$ cat src/rtl/spc_pkg.sv
package spc_pkg;

    localparam logic [7:0] OP_GEN_RESET = 8'h01;
    localparam logic [7:0] OP_ST_NOW    = 8'h62;
    localparam logic [7:0] OP_ST_HOLD   = 8'h63;
    localparam logic [7:0] OP_PL_NOW    = 8'h64;
    localparam logic [7:0] OP_PL_HOLD   = 8'h65;

    typedef enum logic [1:0] {
        SYNC_FREE        = 2'd0,
        SYNC_ST_AFTER_PL = 2'd1,
        SYNC_PL_AFTER_ST = 2'd2
    } sync_mode_t;

    typedef struct packed {
        logic st_now;
        logic st_hold;
        logic pl_now;
        logic pl_hold;
        logic gen_rst;
        logic any_job;
    } strobes_t;

    // Both bits set collapses to free-running channels.
    function automatic sync_mode_t map_sync(input logic [1:0] sel);
        case (sel)
            2'b01:   return SYNC_ST_AFTER_PL;
            2'b10:   return SYNC_PL_AFTER_ST;
            default: return SYNC_FREE;
        endcase
    endfunction

endpackage

$ cat src/rtl/spc_decode.sv
module spc_decode
    import spc_pkg::*;
#(
    parameter int CNT_W = 8
) (
    input  logic             clk,
    input  logic             rst,
    input  logic             cmd_valid,
    input  logic [7:0]       cmd_op,
    input  logic [CNT_W-1:0] cmd_count,
    output strobes_t         strb
);

    logic has_pages;

    always_comb begin
        has_pages     = (cmd_count != '0);
        strb          = '0;
        strb.st_now   = cmd_valid && has_pages && (cmd_op == OP_ST_NOW);
        strb.st_hold  = cmd_valid && has_pages && (cmd_op == OP_ST_HOLD);
        strb.pl_now   = cmd_valid && has_pages && (cmd_op == OP_PL_NOW);
        strb.pl_hold  = cmd_valid && has_pages && (cmd_op == OP_PL_HOLD);
        strb.gen_rst  = cmd_valid && (cmd_op == OP_GEN_RESET);
        strb.any_job  = strb.st_now | strb.st_hold | strb.pl_now | strb.pl_hold;
    end

    // one decoded action per cycle at most
    p_one_strobe_r1: assert property (@(posedge clk) disable iff (rst)
        $onehot0({strb.st_now, strb.st_hold, strb.pl_now, strb.pl_hold, strb.gen_rst}));

endmodule

$ cat src/rtl/spc_chan.sv
module spc_chan #(
    parameter int PAGE_W = 12,
    parameter int CNT_W  = 8
) (
    input  logic              clk,
    input  logic              rst,
    input  logic              clear,
    input  logic              now_ld,
    input  logic              hold_ld,
    input  logic [PAGE_W-1:0] ld_page,
    input  logic [CNT_W-1:0]  ld_count,
    input  logic              gated,
    input  logic              trig,
    input  logic              page_done,
    output logic              run,
    output logic [PAGE_W-1:0] page,
    output logic              finish
);

    logic              active_q;
    logic [PAGE_W-1:0] page_q;
    logic [CNT_W-1:0]  left_q;
    logic              slot_v_q;
    logic [PAGE_W-1:0] slot_page_q;
    logic [CNT_W-1:0]  slot_count_q;
    logic              armed_q;
    logic              last_page;
    logic              take_slot;

    always_comb begin
        last_page = active_q && page_done && (left_q == CNT_W'(1));
        finish    = last_page && !now_ld && !clear;
        take_slot = slot_v_q && (!active_q || last_page)
                    && (!gated || trig || armed_q) && !now_ld && !clear;
    end

    always_ff @(posedge clk) begin
        if (rst || clear) begin
            active_q     <= 1'b0;
            page_q       <= '0;
            left_q       <= '0;
            slot_v_q     <= 1'b0;
            slot_page_q  <= '0;
            slot_count_q <= '0;
            armed_q      <= 1'b0;
        end else begin
            if (now_ld) begin
                active_q <= 1'b1;
                page_q   <= ld_page;
                left_q   <= ld_count;
            end else if (take_slot) begin
                active_q <= 1'b1;
                page_q   <= slot_page_q;
                left_q   <= slot_count_q;
            end else if (last_page) begin
                active_q <= 1'b0;
            end else if (active_q && page_done) begin
                page_q <= page_q + PAGE_W'(1);
                left_q <= left_q - CNT_W'(1);
            end

            if (hold_ld) begin
                slot_v_q     <= 1'b1;
                slot_page_q  <= ld_page;
                slot_count_q <= ld_count;
            end else if (take_slot) begin
                slot_v_q <= 1'b0;
            end

            if (!gated || take_slot)
                armed_q <= 1'b0;
            else if (trig && slot_v_q)
                armed_q <= 1'b1;
        end
    end

    assign run  = active_q;
    assign page = page_q;

    // an immediate command lands its start page on the next edge
    p_now_load_r4: assert property (@(posedge clk) disable iff (rst)
        now_ld && !clear |=> run && (page == $past(ld_page)));

    // a mid-job page completion steps the address by one
    p_page_step_r2: assert property (@(posedge clk) disable iff (rst)
        active_q && page_done && (left_q > CNT_W'(1)) && !now_ld && !clear
        |=> page == $past(page_q) + PAGE_W'(1));

    // a finish with no successor drops the run strobe
    p_finish_drop_r2: assert property (@(posedge clk) disable iff (rst)
        finish && !take_slot |=> !run);

endmodule

$ cat src/rtl/spc_idle.sv
module spc_idle (
    input  logic clk,
    input  logic rst,
    input  logic pl_run,
    output logic idle_en,
    output logic idle_bit
);

    logic phase_q;

    always_ff @(posedge clk) begin
        if (rst || pl_run)
            phase_q <= 1'b0;
        else
            phase_q <= ~phase_q;
    end

    assign idle_en  = !pl_run;
    assign idle_bit = phase_q;

    // the pattern alternates on every idle cycle
    p_idle_alt_r7: assert property (@(posedge clk) disable iff (rst)
        !pl_run && !$past(pl_run) && !$past(rst) |-> idle_bit != $past(idle_bit));

endmodule

$ cat src/rtl/spc_sched.sv
module spc_sched
    import spc_pkg::*;
#(
    parameter int PAGE_W = 12,
    parameter int CNT_W  = 8
) (
    input  logic              clk,
    input  logic              rst,
    input  logic              cmd_valid,
    input  logic [7:0]        cmd_op,
    input  logic [CNT_W-1:0]  cmd_count,
    input  logic [PAGE_W-1:0] cmd_page,
    input  logic [1:0]        sync_sel,
    input  logic              irq_en,
    output logic              st_run,
    output logic [PAGE_W-1:0] st_page,
    input  logic              st_page_done,
    output logic              pl_run,
    output logic [PAGE_W-1:0] pl_page,
    input  logic              pl_page_done,
    output logic              st_done,
    output logic              pl_done,
    output logic              irq,
    output logic              idle_en,
    output logic              idle_bit
);

    strobes_t   strb;
    sync_mode_t mode;
    logic       st_finish;
    logic       pl_finish;
    logic       st_done_q;
    logic       pl_done_q;

    assign mode = map_sync(sync_sel);

    spc_decode #(.CNT_W(CNT_W)) u_decode (
        .clk       (clk),
        .rst       (rst),
        .cmd_valid (cmd_valid),
        .cmd_op    (cmd_op),
        .cmd_count (cmd_count),
        .strb      (strb)
    );

    spc_chan #(.PAGE_W(PAGE_W), .CNT_W(CNT_W)) u_store (
        .clk       (clk),
        .rst       (rst),
        .clear     (strb.gen_rst),
        .now_ld    (strb.st_now),
        .hold_ld   (strb.st_hold),
        .ld_page   (cmd_page),
        .ld_count  (cmd_count),
        .gated     (mode == SYNC_ST_AFTER_PL),
        .trig      (pl_finish),
        .page_done (st_page_done),
        .run       (st_run),
        .page      (st_page),
        .finish    (st_finish)
    );

    spc_chan #(.PAGE_W(PAGE_W), .CNT_W(CNT_W)) u_play (
        .clk       (clk),
        .rst       (rst),
        .clear     (strb.gen_rst),
        .now_ld    (strb.pl_now),
        .hold_ld   (strb.pl_hold),
        .ld_page   (cmd_page),
        .ld_count  (cmd_count),
        .gated     (mode == SYNC_PL_AFTER_ST),
        .trig      (st_finish),
        .page_done (pl_page_done),
        .run       (pl_run),
        .page      (pl_page),
        .finish    (pl_finish)
    );

    spc_idle u_idle (
        .clk      (clk),
        .rst      (rst),
        .pl_run   (pl_run),
        .idle_en  (idle_en),
        .idle_bit (idle_bit)
    );

    always_ff @(posedge clk) begin
        if (rst || strb.gen_rst) begin
            st_done_q <= 1'b0;
            pl_done_q <= 1'b0;
        end else begin
            if (st_finish)         st_done_q <= 1'b1;
            else if (strb.any_job) st_done_q <= 1'b0;
            if (pl_finish)         pl_done_q <= 1'b1;
            else if (strb.any_job) pl_done_q <= 1'b0;
        end
    end

    assign st_done = st_done_q;
    assign pl_done = pl_done_q;
    assign irq     = irq_en && (st_done_q || pl_done_q);

    // completion of either channel is flagged on the next edge
    p_done_set_r2: assert property (@(posedge clk) disable iff (rst)
        st_finish || pl_finish |=> (st_done || !$past(st_finish)) && (pl_done || !$past(pl_finish)));

    // general reset leaves both channels and flags cleared
    p_gen_reset_r11: assert property (@(posedge clk) disable iff (rst)
        strb.gen_rst |=> !st_run && !pl_run && !st_done && !pl_done);

endmodule

$ cat config.mk
export PLATFORM = sky130hd
export DESIGN_NAME = spc_sched
export DESIGN_NICKNAME = d
export VERILOG_FILES = /design/src/rtl/spc_pkg.sv /design/src/rtl/spc_decode.sv /design/src/rtl/spc_chan.sv /design/src/rtl/spc_idle.sv /design/src/rtl/spc_sched.sv
export SDC_FILE = /design/constraint.sdc
export NUM_CORES = 1
export LEC_CHECK = 0
export BUFFER_PORTS_ARGS = -buffer_cell sky130_fd_sc_hd__buf_2
export CAP_MARGIN = 10
export CELL_PAD_IN_SITES_DETAIL_PLACEMENT = 1
export CELL_PAD_IN_SITES_GLOBAL_PLACEMENT = 2
export CORE_MARGIN = 2
export CORE_UTILIZATION = 34
export DETAILED_ROUTE_END_ITERATION = 6
export PLACE_DENSITY_LB_ADDON = 0.1
export SKIP_CTS_REPAIR_TIMING = 1
export SLEW_MARGIN = 20
export SYNTH_ARGS = -nofsm -noshare
export SYNTH_HDL_FRONTEND = slang
export SYNTH_HIERARCHICAL = 1
export SYNTH_SLANG_ARGS = --single-unit
$ cat constraint.sdc
create_clock -name clk -period 4.58 [get_ports clk]
set_input_delay 1.145 -clock clk [delete_from_list [all_inputs] [get_ports clk]]
set_output_delay 1.145 -clock clk [all_outputs]
set_load 0.05 [all_outputs]
==> results_dict.tcl <==
set metrics [dict create \
    status "completed" \
    wl_um 15140 \
    core_area_um2 13770 \
    synthesis.area_um2 4745 \
    total_power_uw 1730 \
    portBuffers 66 \
    switching_power_uw 380.5 \
    period_share_pct 89.18 \
    initial_utilization_pct 34.45 \
    cts_tree "built" \
    ys_top_cells_by_count "dfxtp_1, nand2_1, nor2_1, mux2i_1, a21oi_1" \
    worst_pin_slew_ns 0.7760 \
    synth_edf_count 0 \
    dp.final_hpwl_um 10610 \
    slew_headroom_pct 47.61 \
    drive_gt1_share_pct 20.19 \
    pwr-share-comb_pct 4.9 \
    leakagePower_uw 0.002139 \
    rows 43 \
    power_frac_seq_pct 45.1 \
    synth-seq-cells 89 \
    syn_to_final_growth_pct 17.59 \
    synth_most_common_cell "dfxtp_1" \
    p_int_uw 1350 \
    power_density_nw_per_um2 310.2 \
    max_freq_mhz 244.8 \
    ys_seq_area_share_pct 37.55 \
    cp.required_ns 4.85 \
    drc 0 \
    antenna_found_initial 0 \
    fp.dieH_um 122.1 \
    finalClockSkew_ns 0.007113 \
    grt_pass1_wl_um 24270 \
    die_w_um 122.1 \
    hp-class "register to register" \
    arrival_ns 4.35 \
    endpoint_kind "register" \
    htreeDepth 3 \
    cts_sinks 89 \
    first_pass_iters 4 \
    root_buffer "clkbuf_16" \
    slew_viol_final 0 \
    clock_power_share_pct 50.0 \
    drt-wirelength-per-cell_um 18.83 \
    synth.top_cell.area_share_pct 37.55 \
    clk_latency_ns 0.35 \
    ant_nets 0 \
    synthTopCellsByArea "dfxtp_1, mux2i_1, nand2_1, nor2_1, a21oi_1" \
    cts_inserted_buffers 9 \
    irDropWorstVdd_mv 0.1462 \
    avgSynthCellArea_um2 8.266 \
    grt_usage_pct 21.24 \
    first_global_vias 4522 \
    drt_iter0_markers 185 \
    setup_viol 0 \
    rsz0062_at_grt "false" \
    ys.flop_type "dfxtp_1" \
    synthesis.instances 574 \
    fin_nets 661 \
    syn_nets 616 \
    cp-start-kind "primary input" \
    worstSetupPathType "primary input to register" \
    clock_path_buffers 2 \
    stdcell_area_um2 5579 \
    pre_cts_slack_ns 0.1076 \
    drt-vias-per-instance 5.465 \
    yosysTopAreaCell "dfxtp_1" \
    fin_crit_ns 4.084 \
    hold_viol_final 0 \
    grt_max_degree 40 \
    overflow 0 \
    finalSetupTns_ns 0 \
    timing.final.ws_setup_ns 0.4955 \
    num_io_pins 67 \
    yosysUniqueCellTypes 51 \
    yosysWarnings 6 \
    die_area_um2 14920 \
    num_vias 4394 \
    max_cap_violations 0 \
    gp_routability_congestion 0.7735 \
    switching_share_pct 21.99 \
    cts.clk_slew.worst_paths_ns 0.06 \
    synthArstFlopShare_pct 0 \
    antenna_cells 0 \
    placed_area_um2 5233 \
    cp_max_fo 18 \
]
## cell usage in the layout (no fill, tap or decap), types with 5 or more instances in the layout
master,count
a211o_1,6
a21oi_1,37
a31oi_1,22
and3_1,5
buf_2,66
buf_4,11
clkbuf_16,9
dfxtp_1,89
ha_1,6
inv_1,12
mux2i_1,42
nand2_1,62
nand3_1,14
nand4_1,13
nor2_1,61
nor3_2,5
nor4_1,6
o211ai_1,18
o21ai_0,32
o22ai_1,12
or2_2,6
xnor2_1,6
xor2_1,12
## area by class of cell
type                    instances  area (µm²)
clock inverters                 6       105.1
multi-input cells             427        2743
clock buffers                  10       239.0
flip-flops and latches         89        1782
inverters                      14       52.55
well taps                     180       225.2
repair buffers                 78       432.9
fillers                      1680        8194
## power groups by stage
| stage | combinational [µW] | clock, µW | sequential (µW) |
|---|---|---|---|
| finish | 85.2 | 865 | 780 |
| global route | 94.3 | 923 | 780 |
| CTS | 87.2 | 891 | 780 |
| detailed placement | 87.0 | 0 | 798 |
| global placement | 84.9 | 0 | 798 |
| floorplan | 34.4 | 0 | 803 |
## critical path, cell delays in order
cell and delay (ns):
buf_2 0.14, or4_1 0.56, o21ai_2 0.30, nor3_2 0.10, nor4_1 0.52, o311ai_0 0.35
o21ba_2 0.38, nand2_1 0.50, o21ai_0 0.18, a31oi_1 0.17
## cells by family (layout without fill, tap and decap cells)
family / after synthesis / count (layout) / synth area share (%)
AOI/OAI and AO/OA: 151 / 151 / 20.33
xor gates and xnor gates: 18 / 18 / 3.323
adders and majority gates: 6 / 6 / 1.582
buffers and inverters: 58 / 108 / 5.116
DFF: 89 / 89 / 37.55
muxes: 52 / 52 / 11.55
and+or+nand+nor: 200 / 200 / 20.54
## final timing paths
check	slack, ns	from	to	depth (start not counted)
setup reg to reg	1.39	u_store/left_q[2]	u_play/page[10]	8
hold / removal	0.42	u_idle/idle_bit	u_idle/idle_bit	1
setup / recovery	0.50	cmd_count[1]	u_play/page[10]	10
hold reg to reg	0.42	u_idle/idle_bit	u_idle/idle_bit	1
## state kept, by name, indices dropped and copies added, names as in the netlist
| signal | cells |
|---|---|
| u_play/slot_page_q | 12 |
| u_store/left_q | 8 |
| u_idle/idle_bit | 1 |
| u_play/armed_q | 1 |
| pl_done | 1 |
| u_play/slot_v_q | 1 |
| u_store/slot_page_q | 12 |
| u_store/page | 12 |
| u_play/slot_count_q | 8 |
| u_store/slot_v_q | 1 |
| u_store/armed_q | 1 |
| u_play/page | 12 |
| u_play/run | 1 |
| u_store/slot_count_q | 8 |
| u_store/run | 1 |
| st_done | 1 |
| u_play/left_q | 8 |
## metal layers
metal	wire (µm)	GRT usage (%)
met5	0	0
met4	198	6.897
met3	462	3.090
met2	7271	36.10
met1	7210	27.66
## stage by stage
| stage | std cells | hold slack [ns] | utilization [%] |
|---|---|---|---|
| 2_1_floorplan | 574 | 0.4527 | - |
| 3_3_place_gp | 788 | 0.4055 | 37.99 |
| 3_5_place_dp | 788 | 0.4217 | 37.99 |
| 4_1_cts | 804 | 0.4307 | 40.49 |
| 5_1_grt | 804 | 0.4399 | 40.51 |
| 6_report | 804 | 0.4240 | 40.51 |
Note: power is estimated with default switching activity, not from simulation.
